[src/rtl/ctu_pkg.sv]
package ctu_pkg;
  localparam int CW     = 16;
  localparam int PW     = 9;
  localparam int PMIN   = 4;
  localparam int PMAX   = 280;
  localparam int CTRL_W = 6;

  localparam logic [2:0] RG_CTRL   = 3'd0;
  localparam logic [2:0] RG_RELOAD = 3'd1;
  localparam logic [2:0] RG_COUNT  = 3'd2;
  localparam logic [2:0] RG_CAPT   = 3'd3;
  localparam logic [2:0] RG_KICK   = 3'd4;
  localparam logic [2:0] RG_STAT   = 3'd5;

  typedef enum logic [2:0] {
    M_PULSE = 3'd0,
    M_WAVE  = 3'd1,
    M_EVENT = 3'd2,
    M_CAPT  = 3'd3,
    M_WDOG  = 3'd4
  } mode_e;

  typedef struct packed {
    logic  run;
    logic  src_pin;
    logic  up;
    mode_e mode;
  } ctrl_t;

  function automatic logic [PW-1:0] clamp_ratio(input logic [PW-1:0] r);
    if (r < PW'(PMIN)) return PW'(PMIN);
    if (r > PW'(PMAX)) return PW'(PMAX);
    return r;
  endfunction

  function automatic logic [CW-1:0] step_val(input logic [CW-1:0] v, input logic up);
    return up ? v + CW'(1) : v - CW'(1);
  endfunction

  function automatic logic [CW-1:0] term_of(input logic up);
    return up ? {CW{1'b1}} : {CW{1'b0}};
  endfunction
endpackage

[src/rtl/ctu_prescaler.sv]
module ctu_prescaler
  import ctu_pkg::*;
#(
  parameter int RW = PW
) (
  input  logic          clk,
  input  logic          rst_n,
  input  logic [RW-1:0] ratio_i,
  input  logic          restart_i,
  output logic          tick_o
);
  logic [RW-1:0] eff;
  logic [RW-1:0] cnt_q;

  assign eff    = clamp_ratio(ratio_i);
  assign tick_o = (cnt_q == eff - RW'(1));

  always_ff @(posedge clk) begin
    if (!rst_n)                 cnt_q <= '0;
    else if (restart_i || tick_o) cnt_q <= '0;
    else                        cnt_q <= cnt_q + RW'(1);
  end


  tick_gap_chk: assert property (@(posedge clk) disable iff (!rst_n)
    tick_o |=> !tick_o);

  phase_range_chk: assert property (@(posedge clk) disable iff (!rst_n)
    cnt_q < eff);
endmodule

[src/rtl/ctu_channel.sv]
module ctu_channel
  import ctu_pkg::*;
#(
  parameter int W = CW
) (
  input  logic              clk,
  input  logic              rst_n,
  input  logic              tick_i,
  input  logic              ctrl_wr_i,
  input  logic              reload_wr_i,
  input  logic              kick_i,
  input  logic [W-1:0]      wdata_i,
  input  logic              gate_arr_i,
  input  logic              gate_pin_i,
  input  logic              trig_arr_i,
  input  logic              trig_pin_i,
  output logic [CTRL_W-1:0] ctrl_o,
  output logic [W-1:0]      reload_o,
  output logic [W-1:0]      count_o,
  output logic [W-1:0]      capture_o,
  output logic              timeout_o,
  output logic              tc_o,
  output logic              wave_o
);
  ctrl_t        ctrl_q;
  logic [W-1:0] reload_q, count_q, capt_q, nxt, new_val, term;
  logic         active_q, timeout_q, tc_q, wave_q, trig_q;
  logic         gate, trig, trig_rise, up_eff, step, retrig, kick, hit, capt_ev;

  assign gate      = ctrl_q.src_pin ? gate_pin_i : gate_arr_i;
  assign trig      = ctrl_q.src_pin ? trig_pin_i : trig_arr_i;
  assign trig_rise = trig & ~trig_q;
  assign up_eff    = (ctrl_q.mode == M_WDOG) ? 1'b0 : ctrl_q.up;
  assign term      = term_of(up_eff);
  assign nxt       = step_val(count_q, up_eff);
  assign new_val   = (ctrl_q.mode == M_WAVE && count_q == term) ? reload_q : nxt;
  assign step      = active_q & gate & ((ctrl_q.mode == M_EVENT) ? trig_rise : tick_i);
  assign retrig    = trig_rise && ctrl_q.mode == M_PULSE && ctrl_q.run;
  assign kick      = kick_i && ctrl_q.mode == M_WDOG && ctrl_q.run;
  assign hit       = step && (new_val == term) && !ctrl_wr_i && !retrig && !kick;
  assign capt_ev   = trig_rise && ctrl_q.mode == M_CAPT && active_q;

  always_ff @(posedge clk) begin
    if (!rst_n) begin
      ctrl_q    <= '0;
      reload_q  <= '0;
      count_q   <= '0;
      capt_q    <= '0;
      active_q  <= 1'b0;
      timeout_q <= 1'b0;
      tc_q      <= 1'b0;
      wave_q    <= 1'b0;
      trig_q    <= 1'b0;
    end else begin
      trig_q <= trig;
      tc_q   <= hit;
      if (reload_wr_i) reload_q <= wdata_i;
      if (capt_ev) capt_q <= count_q;
      if (ctrl_wr_i) begin
        ctrl_q    <= ctrl_t'(wdata_i[CTRL_W-1:0]);
        count_q   <= reload_q;
        active_q  <= wdata_i[CTRL_W-1];
        timeout_q <= 1'b0;
        wave_q    <= 1'b0;
      end else if (retrig || kick) begin
        count_q  <= reload_q;
        active_q <= 1'b1;
      end else if (step) begin
        count_q <= new_val;
        if (hit) begin
          if (ctrl_q.mode == M_PULSE || ctrl_q.mode == M_WDOG) active_q <= 1'b0;
          if (ctrl_q.mode == M_WDOG) timeout_q <= 1'b1;
          if (ctrl_q.mode == M_WAVE) wave_q <= ~wave_q;
        end
      end
    end
  end

  assign ctrl_o    = ctrl_q;
  assign reload_o  = reload_q;
  assign count_o   = count_q;
  assign capture_o = capt_q;
  assign timeout_o = timeout_q;
  assign tc_o      = tc_q;
  assign wave_o    = (ctrl_q.mode == M_PULSE) ? active_q : wave_q;


  tc_single_chk: assert property (@(posedge clk) disable iff (!rst_n)
    tc_q |=> !tc_q);

  tc_at_term_chk: assert property (@(posedge clk) disable iff (!rst_n)
    tc_q |-> (count_q == term));

  capture_copy_chk: assert property (@(posedge clk) disable iff (!rst_n)
    capt_ev |=> (capt_q == $past(count_q)));

  timeout_sticky_chk: assert property (@(posedge clk) disable iff (!rst_n)
    (timeout_q && !ctrl_wr_i) |=> timeout_q);

  pulse_hold_chk: assert property (@(posedge clk) disable iff (!rst_n)
    (ctrl_q.mode == M_PULSE && !active_q && !ctrl_wr_i && !retrig) |=> $stable(count_q));
endmodule

[src/rtl/ctu_top.sv]
module ctu_top
  import ctu_pkg::*;
#(
  parameter int NCH = 4,
  parameter int AW  = 6
) (
  input  logic           clk,
  input  logic           rst_n,
  input  logic           wr_en_i,
  input  logic [AW-1:0]  addr_i,
  input  logic [CW-1:0]  wdata_i,
  input  logic [AW-1:0]  rd_addr_i,
  output logic [CW-1:0]  rdata_o,
  input  logic [NCH-1:0] gate_arr_i,
  input  logic [NCH-1:0] gate_pin_i,
  input  logic [NCH-1:0] trig_arr_i,
  input  logic [NCH-1:0] trig_pin_i,
  output logic [NCH-1:0] tc_o,
  output logic [NCH-1:0] wave_o
);
  localparam int SW = AW - 3;
  localparam logic [AW-1:0] PRE_ADDR = AW'(NCH * 8);

  logic [PW-1:0]     ratio_q;
  logic              pre_wr, tick;
  logic [CTRL_W-1:0] ctrl_a   [NCH];
  logic [CW-1:0]     reload_a [NCH];
  logic [CW-1:0]     count_a  [NCH];
  logic [CW-1:0]     capt_a   [NCH];
  logic [NCH-1:0]    tmo_a;

  assign pre_wr = wr_en_i && (addr_i == PRE_ADDR);

  always_ff @(posedge clk) begin
    if (!rst_n)      ratio_q <= PW'(PMIN);
    else if (pre_wr) ratio_q <= wdata_i[PW-1:0];
  end

  ctu_prescaler #(.RW(PW)) u_pre (
    .clk(clk), .rst_n(rst_n), .ratio_i(ratio_q), .restart_i(pre_wr), .tick_o(tick)
  );

  for (genvar i = 0; i < NCH; i++) begin : g_ch
    logic sel;
    assign sel = wr_en_i && (addr_i[AW-1:3] == SW'(i));
    ctu_channel #(.W(CW)) u_ch (
      .clk(clk), .rst_n(rst_n), .tick_i(tick),
      .ctrl_wr_i(sel && addr_i[2:0] == RG_CTRL),
      .reload_wr_i(sel && addr_i[2:0] == RG_RELOAD),
      .kick_i(sel && addr_i[2:0] == RG_KICK),
      .wdata_i(wdata_i),
      .gate_arr_i(gate_arr_i[i]), .gate_pin_i(gate_pin_i[i]),
      .trig_arr_i(trig_arr_i[i]), .trig_pin_i(trig_pin_i[i]),
      .ctrl_o(ctrl_a[i]), .reload_o(reload_a[i]), .count_o(count_a[i]),
      .capture_o(capt_a[i]), .timeout_o(tmo_a[i]),
      .tc_o(tc_o[i]), .wave_o(wave_o[i])
    );
  end

  always_comb begin
    rdata_o = '0;
    if (rd_addr_i == PRE_ADDR) rdata_o = CW'(ratio_q);
    for (int i = 0; i < NCH; i++) begin
      if (rd_addr_i[AW-1:3] == SW'(i)) begin
        case (rd_addr_i[2:0])
          RG_CTRL:   rdata_o = CW'(ctrl_a[i]);
          RG_RELOAD: rdata_o = reload_a[i];
          RG_COUNT:  rdata_o = count_a[i];
          RG_CAPT:   rdata_o = capt_a[i];
          RG_STAT:   rdata_o = CW'(tmo_a[i]);
          default:   rdata_o = '0;
        endcase
      end
    end
  end
endmodule

[config.mk]
export PLATFORM = sky130hd
export DESIGN_NAME = ctu_top
export DESIGN_NICKNAME = d
export VERILOG_FILES = /design/src/rtl/ctu_pkg.sv /design/src/rtl/ctu_prescaler.sv /design/src/rtl/ctu_channel.sv /design/src/rtl/ctu_top.sv
export SDC_FILE = /design/constraint.sdc
export NUM_CORES = 1
export LEC_CHECK = 0
export BUFFER_PORTS_ARGS = -buffer_cell sky130_fd_sc_hd__buf_4
export CAP_MARGIN = 5
export CORE_MARGIN = 4
export CORE_UTILIZATION = 57
export DETAILED_ROUTE_END_ITERATION = 7
export PLACE_DENSITY = 0.77
export SYNTH_ARGS = -nofsm -noshare
export SYNTH_HDL_FRONTEND = slang
export SYNTH_HIERARCHICAL = 1
export SYNTH_SLANG_ARGS = --single-unit
[constraint.sdc]
create_clock -name clk -period 4.5 [get_ports clk]
set_input_delay 0.9 -clock clk [delete_from_list [all_inputs] [get_ports clk]]
set_output_delay 0.9 -clock clk [all_outputs]
set_load 0.01 [all_outputs]
==> summary.md <==
| Metric | Value |
|---|---|
| Yosys warns | `6` |
| Clk pin slew, worst setup/hold paths | `0.06 ns` |
| Die Span X | `186.6 µm` |
| Die area | `0.03481 mm²` |
| DR DRC count | `0` |
| Final Max Tran Viols | `0` |
| Register area share after synthesis | `27.98%` |
| Worst-case clock buffer depth | `3` |
| Status | `complete, no violations` |
| Placement Rows | `65` |
| Syn Area/Cell | `8.521 µm²` |
| Worst VDD drop | `0.2850 mV` |
| FF+latch count, synth | `254` |
| Tcrit/Tclk final | `94.69%` |
| Placer congestion estimate | `1.044` |
| P per Cell Area | `244.1 mW/mm²` |
| Area leader, netlist | `dfxtp_1` |
| Min-Delay Endpoint | `g_ch[0].u_ch/timeout_o` |
| Max-cap violations | `0` |
| First-pass GRT wire length | `88020 µm` |
| Pre-Repair DR Iteration Count | `6` |
| Nets | `2316` |
| First DRT Iteration DRCs | `1691` |
| Max Freq | `234.7 MHz` |
| Vias post-DR | `17180` |
| Yosys top cell area share | `27.98%` |
| Number of global-route vias before repair | `16240` |
| Async SR Flop Fraction | `0%` |
| FF-to-FF Start | `ratio_q[3]` |
| Crit path capture type | `register` |
| Hold path startpoint | `g_ch[0].u_ch/timeout_o` |
| Total global routing track utilization | `30.29%` |
| Critical path class | `reg2reg` |
| Post-synthesis cell count | `2133` |
| # IOs | `71` |
| Slew HR | `24.65%` |
| Num CTS Buffers | `27` |
| Mapped Area | `0.01817 mm²` |
| Net Count, Synth | `2270` |
| Top cells by area, synth | `dfxtp_1 (28%), mux2i_1 (12%), ha_1 (5.9%)` |
| Post-DP HPWL | `41110 µm` |
| Drt total wl | `55540 µm` |
| Clock Latency Late Sink | `0.55 ns` |
| Vias/cell | `6.606` |
| Root Driver | `clkbuf_16` |
| Leak | `7.611 nW` |
| RSZ-0062 raised after global routing | `no` |
| Syn-to-layout area delta | `10.88%` |
| Routed length per instance | `21.36 µm` |
| CP Launch Type | `register` |
| Post-synth cell types | `111` |
| Fin Hold WS | `0.4759 ns` |
| Fillers | `2675` |
| Remaining global-route overflow | `0` |
| Antenna-violating nets left | `0` |
| Share of cells above drive strength 1 | `14.70%` |
| Final Setup Violations | `0` |
| Worst slew pin tran | `1.129 ns` |
| Worst Path Arrival | `4.72 ns` |
| Total core area | `0.03147 mm²` |
| Hold Violations, Final | `0` |
| # clock sinks | `254` |
| Worst-case reg-to-reg path depth | `18` |
| Primary FF master, synth | `dfxtp_1` |
| RR Endpoint | `g_ch[1].u_ch/count_o[4]` |
| Vert. Die Dim | `186.6 µm` |
| Post-synth EDFFs | `0` |
| Max FO, Critical Path | `24` |
| Minimum clock period | `4.261 ns` |
| # port buffers | `70` |
| R2R setup slack | `0.24 ns` |
| Register Area | `0.005085 mm²` |
| Multi-input gate area | `0.01243 mm²` |
| H-tree lvl count | `1` |
| Antenna violations before repair | `2` |
| Initial Utilization | `57.75%` |
| Min-delay worst type | `reg2reg` |
| Hold depth | `1` |
| Largest net degree at the start of global routing | `98` |
| CTS tree | `yes` |
| Critical Path RT | `4.96 ns` |
| Clk_skew | `0.02595 ns` |
| Final setup TNS | `0 ns` |
==> Yosys cell counts, types with 9 or more instances <==
cell and instances:
xor2_1 26, nand2b_1 18, clkbuf_1 77, mux4_2 20
o211a_1 14, and3_1 9, a31oi_1 19, o211ai_1 31
nand3_1 38, mux2i_1 222, ha_1 86, nor4_1 17
o21a_1 12, inv_1 51, buf_2 27, a211o_1 9
o21ai_1 19, o22ai_1 31, mux2_2 11, xnor2_1 27
o21ai_0 93, dfxtp_1 254, nand2_1 158, a22oi_1 20
nor2_1 205, o221ai_1 11, or4_1 10, o31ai_1 15
nand4_1 29, nor3_1 35, nor2b_1 90, mux2_1 9
or3_1 16, a211oi_1 26, a21oi_1 148, a21o_1 26
==> timing repair <==
action                     in CTS  in global routing
hold endpoints to repair        0                  0
setup buffers                   0                  4
hold buffers                    0                  0
resized for setup               0                  9
setup endpoints to repair       0                 18
==> state kept, by name, summed over array words and instances, names as in the netlist <==
| name | flops |
|---|---|
| g_ch.u_ch/capture_o | 64 |
| ratio_q | 9 |
| g_ch.u_ch/active_q | 4 |
| g_ch.u_ch/wave_q | 4 |
| u_pre/cnt_q | 9 |
| g_ch.u_ch/ctrl_o | 24 |
| g_ch.u_ch/trig_q | 4 |
| g_ch.u_ch/tc_o | 4 |
| g_ch.u_ch/count_o | 64 |
| g_ch.u_ch/reload_o | 64 |
| g_ch.u_ch/timeout_o | 4 |
==> worst max path at each step <==
stage / start / endpoint / slack [ns] / depth (start not counted)
floorplan: ratio_q[6] / g_ch[3].u_ch/wave_q / 0.00005 / 20
global placement: ratio_q[3] / g_ch[2].u_ch/wave_q / 0.30 / 19
detailed placement: ratio_q[3] / g_ch[2].u_ch/wave_q / 0.14 / 19
CTS: ratio_q[3] / g_ch[2].u_ch/wave_q / 0.14 / 19
global route: g_ch[3].u_ch/ctrl_o[2] / g_ch[3].u_ch/wave_q / 0.02 / 13
finish: ratio_q[3] / g_ch[1].u_ch/count_o[4] / 0.24 / 18
==> cell families (layout without fill, tap and decap cells) <==
family          after synthesis  count (layout)  synth area share, %
mux                         264             264                16.14
simple gates                725             725                21.14
other cells                   0               1                    0
fa+ha+maj                    90              90                6.361
compound gates              575             575                21.70
xor+xnor                     53              53                2.554
buf+inv                     172             236                4.124
flops                       254             254                27.98
==> stage by stage <==
step	power (mW)	cell area [µm²]	cells	worst slack, ns	util (%)
after floorplan	2.646	18180	2133	0.00005240	-
after global placement	2.806	19240	2548	0.2956	61.13
after detailed placement	2.815	19240	2548	0.1366	61.13
after CTS	4.915	20070	2595	0.1365	63.78
after global routing	5.075	20150	2599	0.02014	64.02
final	4.919	20150	2600	0.2388	64.03
==> cells in the final DEF, fill, tap and decap left out, types with 9 or more instances in the layout <==
master,Yosys,final
o21a_1,12,12
o22ai_1,31,31
nor2_1,205,201
or4_1,10,10
nor2b_1,90,89
a22oi_1,20,20
or3_1,16,16
nand2b_1,18,18
mux2_2,11,11
a211oi_1,26,26
nand3_1,38,38
o31ai_1,15,15
and3_1,9,9
inv_1,51,51
mux2i_1,222,222
o21ai_0,93,93
nor4_1,17,16
clkbuf_16,0,27
mux2_1,9,9
dfxtp_1,254,254
xnor2_1,27,27
nor3_1,35,31
ha_1,86,86
a21oi_1,148,144
nand2_1,158,157
a21o_1,26,26
o211a_1,14,14
xor2_1,26,26
buf_4,7,131
a211o_1,9,9
a31oi_1,19,19
o211ai_1,31,31
mux4_2,20,20
nand4_1,29,29
o221ai_1,11,11
o21ai_1,19,18
nand2_2,8,9
==> report_power, final <==
group	internal [mW]	total [mW]	switching [mW]
clock network	1.20	2.13	0.932
logic	0.195	0.504	0.309
registers	2.26	2.28	0.0206
==> metal layers <==
| layer | global-route usage (%) | wire length, µm | share of wire (%) |
|---|---|---|---|
| met4 | 9.556 | 2028 | 3.7 |
| met1 | 40.18 | 22900 | 41 |
| met3 | 5.574 | 4614 | 8.3 |
| met5 | 0 | 26 | 0.047 |
| met2 | 50.42 | 25970 | 47 |
==> worst max-delay path, stage by stage, from the launching register on <==
cell	delay, ns
dfxtp_1	0.34
or3_2	0.51
nor3_4	0.16
nor2_1	0.08
nand2_1	0.07
ha_1	0.16
or4b_4	0.49
nor3_1	0.24
o31ai_1	0.13
a221oi_2	0.33
nor4_4	0.09
and2_4	0.18
buf_4	0.15
nand2_1	0.08
a21oi_2	0.07
buf_4	0.22
a21oi_1	0.49
o21ai_0	0.21
a21oi_1	0.16
==> layout make-up <==
cell class                 count  share of cell area [%]
multi-input combinational   1707                   61.70
tap                          402                   2.496
timing repair buffer         136                   5.377
inverter                      53                   1.049
clock inverter                 8                  0.2546
clock buffer                  39                   3.874
antenna                        1                 0.01242
sequential                   254                   25.23
Power figures use the tool's default switching activity.
